`src/rtl/simd_cmp_pkg.sv`:
```
package simd_cmp_pkg;
  typedef enum logic [1:0] {
    OP_EQ   = 2'b00,
    OP_GT   = 2'b01,
    OP_GE   = 2'b10,
    OP_RSVD = 2'b11
  } cmpOp_e;

  typedef struct packed {
    logic doEq;
    logic doGt;
    logic doGe;
  } cmpStrobe_t;
endpackage

```
`src/rtl/simd_cmp_ctrl.sv`:
```
module simd_cmp_ctrl
  import simd_cmp_pkg::*;
#(
  parameter int NUM_LANES = 4
) (
  input  logic [1:0]           opSel,
  input  logic [NUM_LANES-2:0] laneSplit,
  output cmpStrobe_t           strobe,
  output logic [NUM_LANES-1:0] topMask,
  output logic [NUM_LANES-1:0] chainEn
);
  cmpOp_e opDec;

  always_comb begin
    opDec  = cmpOp_e'(opSel);
    strobe = '0;
    unique case (opDec)
      OP_EQ:   strobe.doEq = 1'b1;
      OP_GT:   strobe.doGt = 1'b1;
      OP_GE:   strobe.doGe = 1'b1;
      default: strobe = '0;
    endcase
  end

  always_comb begin
    assert_strobe_onehot_R2: assert ($onehot0({strobe.doEq, strobe.doGt, strobe.doGe}))
      else $error("strobes not one-hot");
    assert_rsvd_idle_R7: assert (opSel != 2'b11 || strobe == '0)
      else $error("reserved code raised a strobe");
  end

  // The top lane always closes an element; lane 0 never chains from below.
  genvar gi;
  generate
    for (gi = 0; gi < NUM_LANES; gi++) begin : gLaneCtl
      if (gi == NUM_LANES - 1) begin : gTop
        assign topMask[gi] = 1'b1;
      end else begin : gMid
        assign topMask[gi] = laneSplit[gi];
      end
      if (gi == 0) begin : gBase
        assign chainEn[gi] = 1'b0;
      end else begin : gLink
        assign chainEn[gi] = ~laneSplit[gi-1];
      end
    end
  endgenerate
endmodule

```
`src/rtl/simd_cmp_lane.sv`:
```
module simd_cmp_lane #(
  parameter int LANE_W = 8
) (
  input  logic [LANE_W-1:0] aLane,
  input  logic [LANE_W-1:0] bLane,
  input  logic              chainEn,
  input  logic              eqBelow,
  input  logic              gtBelow,
  output logic              eqRun,
  output logic              gtRun
);
  logic eqLocal;
  logic gtLocal;

  always_comb begin
    eqLocal = (aLane == bLane);
    gtLocal = (aLane > bLane);
    // This lane is more significant than the chained part below it.
    if (chainEn) begin
      eqRun = eqLocal & eqBelow;
      gtRun = gtLocal | (eqLocal & gtBelow);
    end else begin
      eqRun = eqLocal;
      gtRun = gtLocal;
    end
  end

  always_comb begin
    assert_eq_gt_exclusive_R5: assert (!(eqRun && gtRun))
      else $error("lane reports greater and equal together");
  end
endmodule

```
`src/rtl/simd_cmp_datapath.sv`:
```
module simd_cmp_datapath
  import simd_cmp_pkg::*;
#(
  parameter int NUM_LANES = 4,
  parameter int LANE_W    = 8,
  localparam int DATA_W   = NUM_LANES * LANE_W
) (
  input  logic [DATA_W-1:0]    opA,
  input  logic [DATA_W-1:0]    opB,
  input  cmpStrobe_t           strobe,
  input  logic [NUM_LANES-1:0] topMask,
  input  logic [NUM_LANES-1:0] chainEn,
  output logic [NUM_LANES-1:0] laneRes
);
  logic [NUM_LANES-1:0] eqRun;
  logic [NUM_LANES-1:0] gtRun;
  logic [NUM_LANES-1:0] rawSel;

  genvar gi;
  generate
    for (gi = 0; gi < NUM_LANES; gi++) begin : gLane
      logic eqIn;
      logic gtIn;
      if (gi == 0) begin : gFirst
        assign eqIn = 1'b1;
        assign gtIn = 1'b0;
      end else begin : gRest
        assign eqIn = eqRun[gi-1];
        assign gtIn = gtRun[gi-1];
      end
      simd_cmp_lane #(.LANE_W(LANE_W)) laneCell_i (
        .aLane   (opA[gi*LANE_W +: LANE_W]),
        .bLane   (opB[gi*LANE_W +: LANE_W]),
        .chainEn (chainEn[gi]),
        .eqBelow (eqIn),
        .gtBelow (gtIn),
        .eqRun   (eqRun[gi]),
        .gtRun   (gtRun[gi])
      );
      assign rawSel[gi] = (strobe.doEq & eqRun[gi])
                        | (strobe.doGt & gtRun[gi])
                        | (strobe.doGe & (gtRun[gi] | eqRun[gi]));
    end
  endgenerate

  assign laneRes = rawSel & topMask;
endmodule

```
`src/rtl/simdLaneCompare.sv`:
```
module simdLaneCompare
  import simd_cmp_pkg::*;
#(
  parameter int NUM_LANES = 4,
  parameter int LANE_W    = 8,
  localparam int DATA_W   = NUM_LANES * LANE_W
) (
  input  logic [DATA_W-1:0]    opA,
  input  logic [DATA_W-1:0]    opB,
  input  logic [1:0]           opSel,
  input  logic [NUM_LANES-2:0] laneSplit,
  output logic [NUM_LANES-1:0] cmpOut
);
  cmpStrobe_t           strobe;
  logic [NUM_LANES-1:0] topMask;
  logic [NUM_LANES-1:0] chainEn;

  simd_cmp_ctrl #(.NUM_LANES(NUM_LANES)) ctrl_i (
    .opSel     (opSel),
    .laneSplit (laneSplit),
    .strobe    (strobe),
    .topMask   (topMask),
    .chainEn   (chainEn)
  );

  simd_cmp_datapath #(.NUM_LANES(NUM_LANES), .LANE_W(LANE_W)) dp_i (
    .opA     (opA),
    .opB     (opB),
    .strobe  (strobe),
    .topMask (topMask),
    .chainEn (chainEn),
    .laneRes (cmpOut)
  );

  always_comb begin
    assert_lower_lanes_zero_R6: assert ((cmpOut[NUM_LANES-2:0] & ~laneSplit) == '0)
      else $error("non-top lane of an element is set");
    assert_rsvd_zero_R7: assert (opSel != 2'b11 || cmpOut == '0)
      else $error("reserved code produced a result");
    assert_whole_eq_R4: assert (!(laneSplit == '0 && opSel == 2'b00)
                                || cmpOut[NUM_LANES-1] == (opA == opB))
      else $error("full-width equality mismatch");
    assert_whole_gt_R4: assert (!(laneSplit == '0 && opSel == 2'b01)
                                || cmpOut[NUM_LANES-1] == (opA > opB))
      else $error("full-width greater-than mismatch");
  end
endmodule

```
`config.mk`:
```
export PLATFORM = sky130hd
export DESIGN_NAME = simdLaneCompare
export DESIGN_NICKNAME = d
export VERILOG_FILES = /design/src/rtl/simd_cmp_pkg.sv /design/src/rtl/simd_cmp_ctrl.sv /design/src/rtl/simd_cmp_lane.sv /design/src/rtl/simd_cmp_datapath.sv /design/src/rtl/simdLaneCompare.sv
export SDC_FILE = /design/constraint.sdc
export NUM_CORES = 1
export LEC_CHECK = 0
export ABC_AREA = 1
export BUFFER_PORTS_ARGS = -buffer_cell sky130_fd_sc_hd__buf_4
export CORE_MARGIN = 2
export CORE_UTILIZATION = 47
export DETAILED_ROUTE_END_ITERATION = 7
export PLACE_DENSITY = 0.89
export REMOVE_ABC_BUFFERS = 1
export SLEW_MARGIN = 20
export SYNTH_ARGS = -nofsm -noshare
export SYNTH_HDL_FRONTEND = slang
export SYNTH_SLANG_ARGS = --single-unit
```
`constraint.sdc`:
```
create_clock -name vclk -period 2.6
set_input_delay 0.13 -clock vclk [all_inputs]
set_output_delay 0.13 -clock vclk [all_outputs]
set_load 0.02 [all_outputs]
```
==> reports/metrics.csv, run 1 <==
metric,value,unit
status,"complete, no violations",
drc_errors,0,
yosysTopAreaCell,ha_1,
die-area,0.002677,mm^2
crit_chain,"buf_4, ha_1, nand2_2, inv_1, a21oi_1, nand3_2, nand3_2, nand2_2, nand2_2, nand3_1, nand2_1, inv_1, buf_4",
grt_pass1_wl,3.912,mm
grt_overflow_total,0,
grt-busiest-layer,met2,
diodes,0,
cts_resized,0,
row_count,17,
io_pins,73,
worstSetupStartpoint,opA[7],
cap_violations,0,
core_area,0.002191,mm^2
place.detailed.hpwl,2.194,mm
dp_slack,0.9970,ns
port_buffers,73,
synth_area_leaders,"ha_1 37%, inv_1 17%, nand2_1 12%",
timing.final.crit_period,1.571,ns
synth_area,0.001071,mm^2
ys_seq_area_frac,0,
cp.required,2.47,ns
viasPerCell,4.453,
powerDensity,142.6,mW/mm^2
final_max_slew_viol_count,0,
design.seq.count,0,
synth_top_area_frac,0.3738,
dr.first_iter.drc_count,2,
critPathBufInv,4,
grt_pass1_vias,1137,
final_antenna_net_count,0,
hold_viol_final,0,
worstHoldPathType,in2out,
antenna_found_initial,0,
ctsHoldBuffers,0,
grtUsageTotal,0.1775,
yosysMostFrequentCell,inv_1,
critPathKind,in2out,
postCtsSetupBuffers,0,
globalRouteMet1Util,0.1858,
seq_area,0,um^2
wl_per_cell,8.147,um
setup_viol,0,
fp.dieH,51.74,um
dr.pass1.iters,3,
syn_avg_cell_area,6.051,um^2
irDropWorstVdd,0.00008693,V
start_util,0.4889,
startpoint_type,input pin,
crit_cells,13,
endpoint,cmpOut[2],
rsz0062_at_grt,false,
nFillCells,193,
hold_depth,4,
grt_max_degree,5,
clkbuf_count,0,
tns,0,ns
vias,1238,
syn_to_final_growth,54.44,%
ys_types,18,
cpMaxStageDelayCell,ha_1,
tightest_slew,0.1536,ns
drt_wl_total,2.265,mm
ys_warn_count,0,
max_stage_delay,0.31,ns
critical-path-top-delay-family,simple AND/OR/NAND/NOR gates,
fin_crit_sh,0.6043,
worst_slack,1.029,ns
endpoint_kind,output port,
max_freq,0.6364,GHz
leakage,1.083,nW
critPathArrivalTime,1.44,ns
p_total,0.0002358,W
use_met3,0.01724,
die_x,51.74,um
gp_congestion,0.7026,
drive_gt1_frac,0.3760,
crit_fanout,2,
synth_commonest_cells,"49 x inv_1, 35 x nand2_1, 32 x ha_1",
grt_use_met2,0.3889,
final_nets,353,
synth_cells,177,
cpMostUsedCell,nand2_2,
relSlewSlack,0.8975,
[tightest hold or removal path, cell delays in order]
cell,delay (ns)
buf_4,0.09
nand2_1,0.05
inv_1,0.05
buf_4,0.13
[worst min path at each step]
stage	from	to
5_1_grt	laneSplit[1]	cmpOut[1]
3_3_place_gp	laneSplit[2]	cmpOut[2]
4_1_cts	laneSplit[2]	cmpOut[2]
2_1_floorplan	laneSplit[2]	cmpOut[2]
3_5_place_dp	laneSplit[2]	cmpOut[2]
6_report	laneSplit[2]	cmpOut[2]
[per-stage QoR]
stage	hold WS, ns	std cells	util	instance area (um^2)
final	0.5702	278	0.7550	1654
after global routing	0.6013	278	0.7550	1654
after CTS	0.5727	278	0.7550	1654
after detailed placement	0.5734	278	0.7550	1654
after global placement	0.5755	278	0.7550	1654
after floorplan	0.3893	177	-	1071
[cells in the final DEF (no fill, tap or decap)]
cell       n
nand3_2    2
ha_1      32
inv_2      3
nand3_1    4
a21oi_1   14
a21oi_2    1
o21a_1     2
nor2_1    12
o21bai_1   2
nand4_4    1
nand2_2    8
nor2_4     2
inv_1     49
nor2_2     4
o21ai_0    2
o21ai_1    3
buf_4     73
nand2_1   35
nand4_1    1
[logic make-up after synthesis]
| family | synth area share |
|---|---|
| adder cells (fa/ha/maj) | 0.3738 |
| AND/OR/NAND/NOR | 0.3189 |
| buffers and inverters | 0.1822 |
| AO/OA/AOI/OAI | 0.1250 |
[metal layers]
layer	vias to the layer above	share of wire
li1	692	-
met1	510	0.38
met2	36	0.55
met3	0	0.073
met4	0	0
met5	-	0
[area by class of cell]
cell class,count,area [um^2],share of cell area
multi-input combinational,125,875.8,0.5295
timing repair buffer,73,548.0,0.3313
inverter,52,195.2,0.1180
tap,28,35.03,0.02118
[where the power goes]
group	switching, W	internal (W)
sequential	0	0
clock	0	0
combinational	0.000105	0.000131
total	0.000105	0.000131
No activity file was read; power rests on OpenSTA's default activity.
==> inputs of run 2 (changes only) <==
Settings changed: ABC_AREA 1 to 0, CORE_UTILIZATION 47 to 43, PLACE_DENSITY 0.89 to 0.84.
Clock period 2.6 ns to 1.6 ns, I/O delays scaled along.
==> reports/metrics.csv, run 2 <==
metric,value,unit,change
status,finished with violations,,
p_switching,0.0002953,W,+180%
crit_fanout,2,,unchanged
startpoint_type,input pin,,
final_max_slew_viol_count,0,,unchanged
dp_slack,-0.2280,ns,-1.225 ns
worstHoldPathType,in2out,,
leakage,1.012,nW,-6.5%
synth_commonest_cells,"34 x inv_1, 32 x ha_1, 19 x a21oi_1",,
stdcell_count,264,,-5.0%
row_count,17,,unchanged
grt_pass1_wl,5.871,mm,+50%
power_frac_seq,0,,unchanged
dr.first_iter.drc_count,84,,+82
multi_input_area,0.001210,mm^2,+38%
nFillCells,54,,-72%
violations,setup timing,,
clkbuf_count,0,,unchanged
tns,-0.8825,ns,-0.8825 ns
irDropWorstVdd,0.0002148,V,+150%
worst_slack,-0.2998,ns,-1.329 ns
dp_cells,259,,-6.8%
die-area,0.002739,mm^2,+2.3%
io_pins,73,,unchanged
ys_seq_area_frac,0,,unchanged
seq_area,0,um^2,unchanged
power_frac_comb,1.000,,about the same
clockPowerShare,0,,unchanged
port_buffers,73,,unchanged
hold_depth,3,,-1
most-common-layout-cells,"76 x buf_4, 23 x inv_1, 19 x ha_4, 16 x a21oi_1, 14 x buf_6",,
grt_overflow_total,0,,unchanged
synth_top_area_frac,0.3985,,+0.02467
gp_congestion,0.7468,,+6.3%
ys_warn_count,0,,unchanged
antenna_found_initial,0,,unchanged
dr.pass1.iters,5,,+2
grt-busiest-layer,met2,,
tightest_slew,0.4747,ns,+0.3211 ns
final_nets,339,,-4.0%
drc_errors,0,,unchanged
internal_power,0.0003293,W,+150%
design.seq.count,0,,unchanged
ys_types,28,,+10
synth_area,0.001005,mm^2,-6.2%
grt_max_degree,8,,+3
setup_viol,4,,+4
critPathKind,in2out,,
synth_area_leaders,"ha_1 40%, inv_1 13%, a21oi_1 9.5%",,
grt_use_met2,0.5771,,+0.1882
fp.dieH,52.34,um,+1.2%
max_freq,0.5264,GHz,
yosysTopAreaCell,ha_1,,
vias,1666,,+35%
cap_violations,0,,unchanged
viasPerCell,6.311,,+42%
grtUsageTotal,0.2780,,+0.1005
globalRouteMet1Util,0.2738,,+0.08805
wl_per_cell,22.20,um,+170%
place.detailed.hpwl,2.700,mm,+23%
use_met3,0.02000,,+0.002759
critPathArrivalTime,1.82,ns,+0.38 ns
timing.final.crit_period,1.900,ns,
yosysMostFrequentCell,inv_1,,
relSlewSlack,0.6811,,-0.2164
drt_wl_total,5.862,mm,+160%
syn_avg_cell_area,6.882,um^2,+14%
final_common_cell,buf_4,,
cp.required,1.52,ns,-0.95 ns
synth_cells,146,,-18%
start_util,0.4542,,-0.03468
final_antenna_net_count,0,,unchanged
fin_crit_sh,1.187,,
hold_viol_final,0,,unchanged
grt_pass1_vias,1490,,+31%
syn_to_final_growth,110.8,%,
drive_gt1_frac,0.5932,,+0.2172
diodes,0,,unchanged
core_area,0.002212,mm^2,+0.97%
die_x,52.34,um,+1.2%
endpoint_kind,output port,,
powerDensity,294.9,mW/mm^2,+110%
swShare,0.4728,,+0.02683
rsz0062_at_grt,true,,
## run 2: changes by cell type after synthesis, sizes merged, moves of 4 or more
cell   before  now
a21oi      15   19
nand4       2    7
nand3       6    2
inv        52   34
nor2       18    7
nor2b       0    5
nor3        0    4
nand2      43    9
o21ai       5   10
## run 2: cell families after synthesis
| group | count (synthesis) | synth area share |
|---|---|---|
| buffers and inverters | 34 | 0.1270 |
| and+or+nand+nor | 38 | 0.2242 |
| adders and majority gates | 32 | 0.3985 |
| AOI/OAI and AO/OA | 42 | 0.2503 |
## run 2: routing by layer
metal / vias up / routed length (um)
met2: 161 / 2974
met5: - / 0
li1: 697 / -
met4: 0 / 457
met1: 745 / 1923
met3: 63 / 507
## run 2: what timing repair did
action	in CTS	in global routing
endpoints found under the setup margin	3	4
cloned	0	0
resized for setup	33	37
hold buffers	0	0
buffers inserted	4	1
pin swaps	16	16
## run 2: path summary, 6_finish.rpt
kind	endpoint	start
worst max-delay path	cmpOut[1]	opB[15]
worst min-delay path	cmpOut[0]	laneSplit[0]
## run 2: power by group through the flow
stage / combinational [W] / sequential (W) / clock [W]
final: 0.000625 / 0 / 0
after detailed placement: 0.000412 / 0 / 0
after CTS: 0.000464 / 0 / 0
after global placement: 0.000392 / 0 / 0
after global routing: 0.000660 / 0 / 0
after floorplan: 0.000194 / 0 / 0
## run 2: worst max-delay path, cell delays in order
cell and delay, ns:
buf_4 0.11, inv_1 0.08, ha_4 0.21, buf_4 0.14, a21oi_1 0.17, o21ai_0 0.17
nor3_1 0.45, a2111oi_4 0.06, a31o_1 0.22, buf_6 0.13
## run 2: cell type report
cell class	instances	area share
multi-input cells	112	0.5712
repair buffers	90	0.3438
well taps	28	0.01654
inverters	34	0.06852
## run 2: metrics by stage
step / utilization / area, um^2 / total power [W] / hold slack, ns
6_report: 0.9576 / 2118 / 0.0006246 / 0.4991
3_5_place_dp: 0.7585 / 1678 / 0.0004124 / 0.4877
3_3_place_gp: 0.7585 / 1678 / 0.0003924 / 0.4792
2_1_floorplan: - / 1005 / 0.0001942 / 0.3097
4_1_cts: 0.8456 / 1871 / 0.0004640 / 0.4888
5_1_grt: 0.9576 / 2118 / 0.0006597 / 0.5031
